$ cat config.mk
export PLATFORM = sky130hd
export DESIGN_NAME = flash_erase_seq
export DESIGN_NICKNAME = d
export VERILOG_FILES = /design/src/rtl/flash_erase_pkg.sv /design/src/rtl/fes_wait_timer.sv /design/src/rtl/fes_blk_pick.sv /design/src/rtl/fes_word_addr.sv /design/src/rtl/flash_erase_seq.sv
export SDC_FILE = /design/constraint.sdc
export NUM_CORES = 1
export LEC_CHECK = 0
export ABC_AREA = 1
export BUFFER_PORTS_ARGS = -buffer_cell sky130_fd_sc_hd__buf_2
export CAP_MARGIN = 15
export CORE_MARGIN = 3
export CORE_UTILIZATION = 30
export DETAILED_ROUTE_END_ITERATION = 8
export GPL_ROUTABILITY_DRIVEN = 0
export GPL_TIMING_DRIVEN = 0
export HOLD_SLACK_MARGIN = 0.12
export PLACE_DENSITY_LB_ADDON = 0.1
export SYNTH_ARGS = -nofsm -noshare
export SYNTH_HDL_FRONTEND = slang
export SYNTH_SLANG_ARGS = --single-unit
$ cat constraint.sdc
create_clock -name clk -period 2.05 [get_ports clk]
set_input_delay 0.41 -clock clk [delete_from_list [all_inputs] [get_ports clk]]
set_output_delay 0.41 -clock clk [all_outputs]
set_load 0.02 [all_outputs]
$ cat src/rtl/flash_erase_pkg.sv
package flash_erase_pkg;

    typedef enum logic [3:0] {
        ST_IDLE,
        ST_WEN,
        ST_SETUP,
        ST_PULSE,
        ST_HOLD,
        ST_UNSET,
        ST_VENTER,
        ST_VWR,
        ST_VWAIT,
        ST_VRD,
        ST_VCHK,
        ST_VEXIT,
        ST_END
    } fes_state_t;

endpackage

$ cat src/rtl/fes_wait_timer.sv
module fes_wait_timer #(
    parameter int WAIT_W = 8
) (
    input  logic              clk,
    input  logic              rst_n,
    input  logic              clr,
    input  logic [WAIT_W-1:0] limit,
    output logic              hit
);
    logic [WAIT_W-1:0] cnt_q;

    // Counts cycles spent in the current state; cleared on each state change.
    always_ff @(posedge clk or negedge rst_n) begin
        if (!rst_n) begin
            cnt_q <= '0;
        end else if (clr) begin
            cnt_q <= '0;
        end else begin
            cnt_q <= cnt_q + 1'b1;
        end
    end

    assign hit = (cnt_q == limit);
endmodule

$ cat src/rtl/fes_blk_pick.sv
module fes_blk_pick #(
    parameter int NUM_BLK = 4,
    parameter int BI_W    = 2
) (
    input  logic [NUM_BLK-1:0] pend,
    output logic [BI_W-1:0]    idx,
    output logic [NUM_BLK-1:0] onehot,
    output logic               any
);
    // Lowest set bit wins.
    always_comb begin
        idx = '0;
        for (int i = NUM_BLK - 1; i >= 0; i--) begin
            if (pend[i]) begin
                idx = BI_W'(i);
            end
        end
    end

    assign onehot = pend & (~pend + 1'b1);
    assign any    = |pend;
endmodule

$ cat src/rtl/fes_word_addr.sv
module fes_word_addr #(
    parameter int NUM_BLK   = 4,
    parameter int BLK_WORDS = 8,
    parameter int BI_W      = 2,
    parameter int ADDR_W    = 5
) (
    input  logic              clk,
    input  logic              rst_n,
    input  logic              clr,
    input  logic              inc,
    input  logic [BI_W-1:0]   blk_idx,
    output logic [ADDR_W-1:0] addr,
    output logic              last
);
    localparam int OFF_W = (BLK_WORDS > 1) ? $clog2(BLK_WORDS) : 1;
    localparam logic [OFF_W-1:0] OFF_LAST = OFF_W'(BLK_WORDS - 1);

    logic [OFF_W-1:0] off_q;

    always_ff @(posedge clk or negedge rst_n) begin
        if (!rst_n) begin
            off_q <= '0;
        end else if (clr) begin
            off_q <= '0;
        end else if (inc) begin
            off_q <= off_q + 1'b1;
        end
    end

    // Block base is index times block size; word offset added on top.
    assign addr = ADDR_W'(blk_idx) * ADDR_W'(BLK_WORDS) + ADDR_W'(off_q);
    assign last = (off_q == OFF_LAST);
endmodule

$ cat src/rtl/flash_erase_seq.sv
module flash_erase_seq
    import flash_erase_pkg::*;
#(
    parameter int NUM_BLK   = 4,
    parameter int BLK_WORDS = 8,
    parameter int DATA_W    = 16,
    parameter int WAIT_W    = 8,
    parameter int TRY_W     = 4,
    localparam int BI_W     = (NUM_BLK > 1) ? $clog2(NUM_BLK) : 1,
    localparam int ADDR_W   = $clog2(NUM_BLK * BLK_WORDS)
) (
    input  logic               clk,
    input  logic               rst_n,
    input  logic               start,
    input  logic [NUM_BLK-1:0] blk_mask,
    input  logic [WAIT_W-1:0]  t_step,
    input  logic [WAIT_W-1:0]  t_pulse,
    input  logic [WAIT_W-1:0]  t_rd,
    input  logic [TRY_W-1:0]   max_tries,
    output logic               fl_wen,
    output logic               fl_esetup,
    output logic               fl_epulse,
    output logic               fl_verify,
    output logic [NUM_BLK-1:0] fl_blk_sel,
    output logic [ADDR_W-1:0]  mem_addr,
    output logic               mem_we,
    output logic [DATA_W-1:0]  mem_wdata,
    output logic               mem_re,
    input  logic [DATA_W-1:0]  mem_rdata,
    output logic               busy,
    output logic               done,
    output logic               fail,
    output logic [BI_W-1:0]    fail_blk
);
    localparam logic [DATA_W-1:0] ERASED = '1;

    fes_state_t state_q, state_d;

    logic [NUM_BLK-1:0] pend_q;
    logic [NUM_BLK-1:0] cur_oh_q;
    logic [BI_W-1:0]    cur_idx_q;
    logic [TRY_W-1:0]   tries_q;
    logic               bad_q;
    logic               fail_q;
    logic [BI_W-1:0]    fail_blk_q;

    logic               tmr_hit, tmr_clr;
    logic [WAIT_W-1:0]  tmr_limit;
    logic [BI_W-1:0]    pick_idx;
    logic [NUM_BLK-1:0] pick_oh;
    logic               pick_any;
    logic               word_last;
    logic               addr_clr, addr_inc;
    logic               word_bad;
    logic               out_of_tries;
    logic               sel_en;

    assign word_bad     = (mem_rdata != ERASED);
    assign out_of_tries = (tries_q >= max_tries);

    // ---------------- submodules ----------------
    fes_wait_timer #(.WAIT_W(WAIT_W)) u_timer (
        .clk   (clk),
        .rst_n (rst_n),
        .clr   (tmr_clr),
        .limit (tmr_limit),
        .hit   (tmr_hit)
    );

    fes_blk_pick #(.NUM_BLK(NUM_BLK), .BI_W(BI_W)) u_pick (
        .pend   (pend_q),
        .idx    (pick_idx),
        .onehot (pick_oh),
        .any    (pick_any)
    );

    fes_word_addr #(
        .NUM_BLK   (NUM_BLK),
        .BLK_WORDS (BLK_WORDS),
        .BI_W      (BI_W),
        .ADDR_W    (ADDR_W)
    ) u_addr (
        .clk     (clk),
        .rst_n   (rst_n),
        .clr     (addr_clr),
        .inc     (addr_inc),
        .blk_idx (cur_idx_q),
        .addr    (mem_addr),
        .last    (word_last)
    );

    // ---------------- state register ----------------
    always_ff @(posedge clk or negedge rst_n) begin
        if (!rst_n) begin
            state_q <= ST_IDLE;
        end else begin
            state_q <= state_d;
        end
    end

    // ---------------- next state ----------------
    always_comb begin
        state_d = state_q;
        unique case (state_q)
            ST_IDLE: begin
                if (start) begin
                    state_d = (|blk_mask) ? ST_WEN : ST_END;
                end
            end
            ST_WEN:    if (tmr_hit) state_d = ST_SETUP;
            ST_SETUP:  if (tmr_hit) state_d = ST_PULSE;
            ST_PULSE:  if (tmr_hit) state_d = ST_HOLD;
            ST_HOLD:   if (tmr_hit) state_d = ST_UNSET;
            ST_UNSET:  if (tmr_hit) state_d = ST_VENTER;
            ST_VENTER: if (tmr_hit) state_d = ST_VWR;
            ST_VWR:    state_d = ST_VWAIT;
            ST_VWAIT:  if (tmr_hit) state_d = ST_VRD;
            ST_VRD:    state_d = ST_VCHK;
            ST_VCHK: begin
                if (word_bad || word_last) begin
                    state_d = ST_VEXIT;
                end else begin
                    state_d = ST_VWR;
                end
            end
            ST_VEXIT: begin
                if (tmr_hit) begin
                    if (bad_q) begin
                        state_d = out_of_tries ? ST_END : ST_SETUP;
                    end else begin
                        state_d = pick_any ? ST_SETUP : ST_END;
                    end
                end
            end
            ST_END:  state_d = ST_IDLE;
            default: state_d = ST_IDLE;
        endcase
    end

    // ---------------- timer control ----------------
    assign tmr_clr = (state_d != state_q);

    always_comb begin
        unique case (state_q)
            ST_PULSE: tmr_limit = t_pulse;
            ST_VWAIT: tmr_limit = t_rd;
            default:  tmr_limit = t_step;
        endcase
    end

    assign addr_clr = (state_q == ST_VENTER);
    assign addr_inc = (state_q == ST_VCHK) && (state_d == ST_VWR);

    // ---------------- sequence data ----------------
    always_ff @(posedge clk or negedge rst_n) begin
        if (!rst_n) begin
            pend_q     <= '0;
            cur_oh_q   <= '0;
            cur_idx_q  <= '0;
            tries_q    <= '0;
            bad_q      <= 1'b0;
            fail_q     <= 1'b0;
            fail_blk_q <= '0;
        end else begin
            unique case (state_q)
                ST_IDLE: begin
                    if (start) begin
                        pend_q     <= blk_mask;
                        fail_q     <= 1'b0;
                        fail_blk_q <= '0;
                    end
                end
                ST_WEN: begin
                    if (tmr_hit) begin
                        cur_idx_q <= pick_idx;
                        cur_oh_q  <= pick_oh;
                        pend_q    <= pend_q & ~pick_oh;
                        tries_q   <= '0;
                    end
                end
                ST_PULSE: begin
                    if (tmr_hit) begin
                        tries_q <= tries_q + 1'b1;
                    end
                end
                ST_VENTER: bad_q <= 1'b0;
                ST_VCHK: begin
                    if (word_bad) begin
                        bad_q <= 1'b1;
                    end
                end
                ST_VEXIT: begin
                    if (tmr_hit) begin
                        if (bad_q) begin
                            if (out_of_tries) begin
                                fail_q     <= 1'b1;
                                fail_blk_q <= cur_idx_q;
                            end
                        end else if (pick_any) begin
                            cur_idx_q <= pick_idx;
                            cur_oh_q  <= pick_oh;
                            pend_q    <= pend_q & ~pick_oh;
                            tries_q   <= '0;
                        end
                    end
                end
                default: begin
                end
            endcase
        end
    end

    // ---------------- outputs ----------------
    always_comb begin
        fl_wen    = 1'b0;
        fl_esetup = 1'b0;
        fl_epulse = 1'b0;
        fl_verify = 1'b0;
        sel_en    = 1'b0;
        mem_we    = 1'b0;
        mem_re    = 1'b0;
        busy      = 1'b1;
        done      = 1'b0;
        fail      = 1'b0;
        unique case (state_q)
            ST_IDLE: busy = 1'b0;
            ST_WEN:  fl_wen = 1'b1;
            ST_SETUP, ST_HOLD: begin
                fl_wen    = 1'b1;
                fl_esetup = 1'b1;
                sel_en    = 1'b1;
            end
            ST_PULSE: begin
                fl_wen    = 1'b1;
                fl_esetup = 1'b1;
                fl_epulse = 1'b1;
                sel_en    = 1'b1;
            end
            ST_UNSET, ST_VEXIT: begin
                fl_wen = 1'b1;
                sel_en = 1'b1;
            end
            ST_VENTER, ST_VWAIT, ST_VCHK: begin
                fl_wen    = 1'b1;
                fl_verify = 1'b1;
                sel_en    = 1'b1;
            end
            ST_VWR: begin
                fl_wen    = 1'b1;
                fl_verify = 1'b1;
                sel_en    = 1'b1;
                mem_we    = 1'b1;
            end
            ST_VRD: begin
                fl_wen    = 1'b1;
                fl_verify = 1'b1;
                sel_en    = 1'b1;
                mem_re    = 1'b1;
            end
            ST_END: begin
                done = 1'b1;
                fail = fail_q;
            end
            default: busy = 1'b0;
        endcase
    end

    assign fl_blk_sel = sel_en ? cur_oh_q : '0;
    assign mem_wdata  = mem_we ? ERASED : '0;
    assign fail_blk   = fail_blk_q;

endmodule

# Word-level counts from Yosys, hierarchy flattened
# Cells that the tools add are included.
[word_totals]
ff_bits = 33
input_bits = 51
out_inout_bits = 36
wordCells = 136
[classes]
add_sub_neg = 5
magnitude_cmp = 1
eq_ne = 26
mux = 69
bitwise = 4
reduce_logical = 21
[ops]
columns = ["op", "count"]
rows = [
  ["2-to-1 mux 4 bit", 29],
  ["case mux 4 bit (12 select lines)", 1],
  ["2-to-1 mux 2 bit", 12],
  ["case mux 4 bit (3 select lines)", 2],
  ["== test 4 x 3 -> 1 bit, second input constant", 5],
  ["== test 4 bit, second input constant", 5],
  ["inequality test 2 bit, second input constant", 9],
  ["2-to-1 mux 16 bit", 1],
  ["inequality test 16 bit, second input constant", 1],
  ["case mux 8 bit (2 select lines)", 1],
  ["2-to-1 mux 1 bit", 15],
  ["AND reduction 6 bit", 2],
  ["OR reduction 12 bit", 1],
  ["OR reduction 11 bit", 1],
  ["AND reduction 5 bit", 2],
  ["OR reduction 10 bit", 1],
  ["adder 4 x 1 -> 4 bit, second input constant", 2],
  ["adder 8 x 1 -> 8 bit, second input constant", 1],
  ["bitwise AND 4 bit", 2],
  ["== test 4 x 2 -> 1 bit, second input constant", 2],
  ["== test 8 bit", 1],
  ["2-to-1 mux 8 bit", 1],
  ["inverter 4 bit", 2],
  ["case mux 2 bit (2 select lines)", 2],
  ["18 further kinds", 25],
]

# Logic depth before layout (Yosys ltp)
[depth]
ltp_word = 9
ltp_mapped = 20
depth_no_buf = 19

# By module
# A second synthesis with hierarchy kept.
[unflattened]
hier_cells = 397
hier_area_um2 = 2571.2
[modules_own_cells]
columns = ["module", "n_inst", "cells_per_inst", "area_each_um2", "seq_area_each_um2"]
rows = [
  ["flash_erase_seq", 1, 279, 1809.2, 550.5],
  ["fes_wait_timer", 1, 84, 530.5, 200.2],
  ["fes_word_addr", 1, 19, 166.4, 75.1],
  ["fes_blk_pick", 1, 15, 65.1, 0.0],
]

# Worst setup path after synthesis
# No wires, ideal clock.
[synth_path]
kind = "register to register"
from = "reg state_q[2]"
to = "reg u_timer.cnt_q[2]"
setup_time_ns = 0.120
t_arrival_ns = 2.149
t_required_ns = 1.930
setup_slack_ns = -0.219
stages_incl_launch_ff = 11
n_path_buf = 0
synth_period_minus_slack_ns = 2.269
cell_sequence = "dfrtp_1 -> inv_2 -> nor2_1 -> inv_1 -> nor2_1 -> nor2_1 -> and3_1 -> nand3_1 -> nand2_1 -> nand2_2 -> nor2_1"
[synth_via]
elab_chain_cells = 7
elab_cells_between_ends = 26
cone_classes = "eq/ne (13); mux (12); reduce/logical (1)"
[synth_lines]
columns = ["element", "line_no", "text"]
rows = [
  ["from (decl)", "flash_erase_seq.sv:37", "fes_state_t state_q, state_d;"],
  ["from (signal assigned)", "flash_erase_seq.sv:97", "state_q <= state_d;"],
  ["== test 4 bit / == test 4 x 2 -> 1 bit (equally long branches)", "flash_erase_seq.sv:104, flash_erase_seq.sv:144", ""],
  ["case mux 8 bit (2 select lines)", "flash_erase_seq.sv:144", "unique case (state_q)"],
  ["== test 8 bit", "fes_wait_timer.sv:23", "assign hit = (cnt_q == limit);"],
  ["2-to-1 mux 4 bit, or another cell as far along", "flash_erase_seq.sv:127", "if (tmr_hit) begin"],
  ["case mux 4 bit (12 select lines)", "flash_erase_seq.sv:104", "unique case (state_q)"],
  ["inequality test 4 bit (*)", "flash_erase_seq.sv:141", "assign tmr_clr = (state_d != state_q);"],
  ["2-to-1 mux 8 bit (*)", "fes_wait_timer.sv:16", "end else if (clr) begin"],
  ["to (signal assigned)", "fes_wait_timer.sv:19", "cnt_q <= cnt_q + 1'b1;"],
  ["to (decl)", "fes_wait_timer.sv:10", "logic [WAIT_W-1:0] cnt_q;"],
]
# Every way passes the cells marked *; elsewhere a longest branch is shown, timed or not.
# A chain may end at the register's enable or synchronous reset.

# Final worst setup path
[layout_path]
from = "reg state_q[0]"
to = "reg u_timer.cnt_q[3]"
# Same word-level chain as after synthesis.

==> flow_summary_export.csv <==
group,metric,value,unit
status,violations,"negative setup slack",
timing,clock_skew,0.00997,ns
global_route,grt_pass1_wl,11800,um
power,peakVddDrop,529,uV
layout,fin_nets,540,
critical_path,worst_ep_required_time,2.23,ns
power,powerDensity,1350,mW/mm2
floorplan,io-pin-count,87,
clocking,hold_buffers,0,
clocking,clockRootBuffer,"clkbuf_8",
status,status,"finished with violations",
route,vias,2754,
synth,syn_nets,416,
timing,rsz0062_at_grt,"yes",
timing,worst_hold_slack,0.188,ns
synth,synth-seq-area-share,0.339,
global_route,grt-ovfl-total,0,
timing,maxSlewHeadroom,0.488,
route,wl_per_cell,12.9,um
clocking,cts_max_level,2,
layout,antennaDiodeCount,0,
critical_path,crit_fanout,8,
route,drt-total-wl,7510,um
critical_path,worst_setup_path_start_kind,"flop",
route,drtPass1Iterations,4,
global_route,grt_pass1_vias,2543,
route,drtIter0Drc,129,
timing,finalWorstSetupSlack,-0.156,ns
timing,fin_crit,2.21,ns
synth,synth_cell_types,32,
route,antenna_left,0,
layout,final_area,0.00372,mm2
clocking,clock_latency,0.29,ns
clocking,cts_tree,"done",
layout,final_cell_mix,"buf_2, nand2_1, inv_1",
critical_path,worstSetupStartpoint,"state_q[0]",
critical_path,r2r-end,"u_timer.cnt_q[3]",
power,p_leak,1.96,nW
clocking,clk_path_buf_depth,2,
layout,mostFrequentLayoutCell,"buf_2",
global_route,antenna_found_initial,0,
clocking,clkSinkCount,33,
synth,synth_area,0.00244,mm2
global_route,grt_max_degree,34,
critical_path,crit_path_end_kind,"flop",
critical_path,crit_arrival,2.39,ns
floorplan,die_height,96.2,um
timing,fmaxAchievable,453,MHz
critical_path,r2r_start,"state_q[0]",
floorplan,start_util,0.312,
timing,tightest_slew,0.768,ns
placed_design,hpwl,5330,um
layout,drive_gt1_frac,0.442,
global_route,grt_util_all_layers,0.165,
layout,nFillCells,789,
floorplan,coreArea,0.00781,mm2
layout,fin_cells,584,
placed_design,placed_cells_incl_taps,545,
synth,synth_warnings,0,
timing,hold_viol,0,
route,drc,0,
timing,slew_viol_final,0,
critical_path,r2r_cells,17,
worst_hold_path,hp-class,"primary input to async pin",
critical_path,critPathKind,"flop to flop",
timing,fin_crit_sh,1.08,
synth,synth_edf_count,0,
run,maxCapViolCount,0,
clocking,cts-buffers-inserted,5,
layout,layout-area-overhead-vs-synth,52.4,%
placed_design,place_area,0.00303,mm2
synth,synth_cells,357,
synth,synth_flop_cell,"dfrtp_1",
critical_path,endpoint,"u_timer.cnt_q[3]",
synth,avgSynthCellArea,6.83,um2
synth,ys_seq_elements,33,
placed_design,numPortBuffers,86,
floorplan,die-area,0.00925,mm2
floorplan,core.rowCount,32,
route,routed_via_density,4.72,
floorplan,die_w,96.2,um
timing,finalSetupViolCount,42,
synth,async_reset_ff_frac,1.00,
clocking,clk_pin_slew,0.08,ns
critical_path,reg2reg_slack,-0.16,ns
power breakdown:
group	leakage, nW	internal [mW]	switching, mW
combinational	1.49	1.19	2.04
sequential	0.400	0.858	0.190
clock	0.0681	0.483	0.261
total	1.96	2.53	2.49
final cells by class:
type	count	area (um2)	area share
multi-input cells	250	1570	0.423
flip-flops and latches	33	830	0.223
repair buffers	114	669	0.180
inverters	59	241	0.0650
plain buffers	18	143	0.0384
well taps	102	128	0.0343
clock buffers	5	68.8	0.0185
clock inverters	3	65.1	0.0175
cells by family (layout without fill, tap and decap cells):
| logic type | Yosys count | in the layout | synth area share |
|---|---|---|---|
| flops | 33 | 33 | 0.339 |
| fa+ha+maj | 8 | 8 | 0.0410 |
| xor+xnor | 4 | 4 | 0.0144 |
| simple gates | 189 | 192 | 0.348 |
| compound gates | 46 | 46 | 0.114 |
| buf+inv | 77 | 199 | 0.144 |
routing by layer:
| layer | track usage | vias to the layer above | wire, um |
|---|---|---|---|
| li1 | - | 1417 | - |
| met1 | 0.221 | 1258 | 3440 |
| met2 | 0.261 | 73 | 3540 |
| met3 | 0.0391 | 6 | 437 |
| met4 | 0.0545 | 0 | 91 |
| met5 | 0 | - | 0 |
synthesized netlist by cell type, types with 5 or more instances:
cell	n	area (um2)
a21oi_1	8	40.0
buf_4	16	120
dfrtp_1	33	826
ha_1	8	100
inv_1	51	191
inv_2	8	30.0
nand2_1	75	282
nand3_1	44	220
nand4_1	9	56.3
nor2_1	38	143
nor2_2	5	31.3
nor3_1	6	30.0
o211ai_1	5	37.5
o21ai_0	17	85.1
o22ai_1	7	43.8
state kept, by name (all words and copies together) (netlist names), 2 cells and up:
name and count:
tries_q 4, fail_blk 2, cur_oh_q 4, u_timer.cnt_q 8
cur_idx_q 2, u_addr.off_q 3, state_q 4, pend_q 4
per-stage QoR:
stage	total power [mW]	setup WS (ns)	utilization	TNS, ns
after floorplan	2.77	0.0105	-	0
after global placement	3.44	-0.529	0.388	-10.89
after detailed placement	3.45	-0.555	0.388	-12.03
after CTS	4.81	-0.139	0.455	-2.67
after global routing	5.42	-0.336	0.476	-10.39
final	5.02	-0.156	0.476	-4.12
critical path: stages (launching register included):
cell and delay, ns:
dfrtp_1 0.37, buf_6 0.15, nor2_4 0.23, nand2_4 0.13, nand3_2 0.09, nand2_1 0.05
nand2_1 0.05, nand2_1 0.05, inv_1 0.06, nand2_2 0.06, nor2_4 0.16, nand2_4 0.10
o21ai_4 0.17, nand2_1 0.07, nor2_1 0.09, nand2_1 0.09, nand2_4 0.12, nor2_1 0.06
how the worst min path moves through the flow:
stage / endpoint / start / cells past startpoint
6_report: cur_idx_q[1] / rst_n / 1
5_1_grt: tries_q[3] / rst_n / 1
4_1_cts: cur_idx_q[0] / rst_n / 1
3_5_place_dp: u_timer.cnt_q[0] / u_timer.cnt_q[0] / 1
3_3_place_gp: cur_oh_q[0] / cur_oh_q[0] / 2
2_1_floorplan: bad_q / rst_n / 0
repair_timing:
action	in CTS	in global routing
pin swaps	15	9
setup endpoints to repair	51	54
cloned	3	1
resized for setup	59	29
setup buffers	18	10
hold endpoints to repair	0	0
Power figures use the tool's default switching activity.
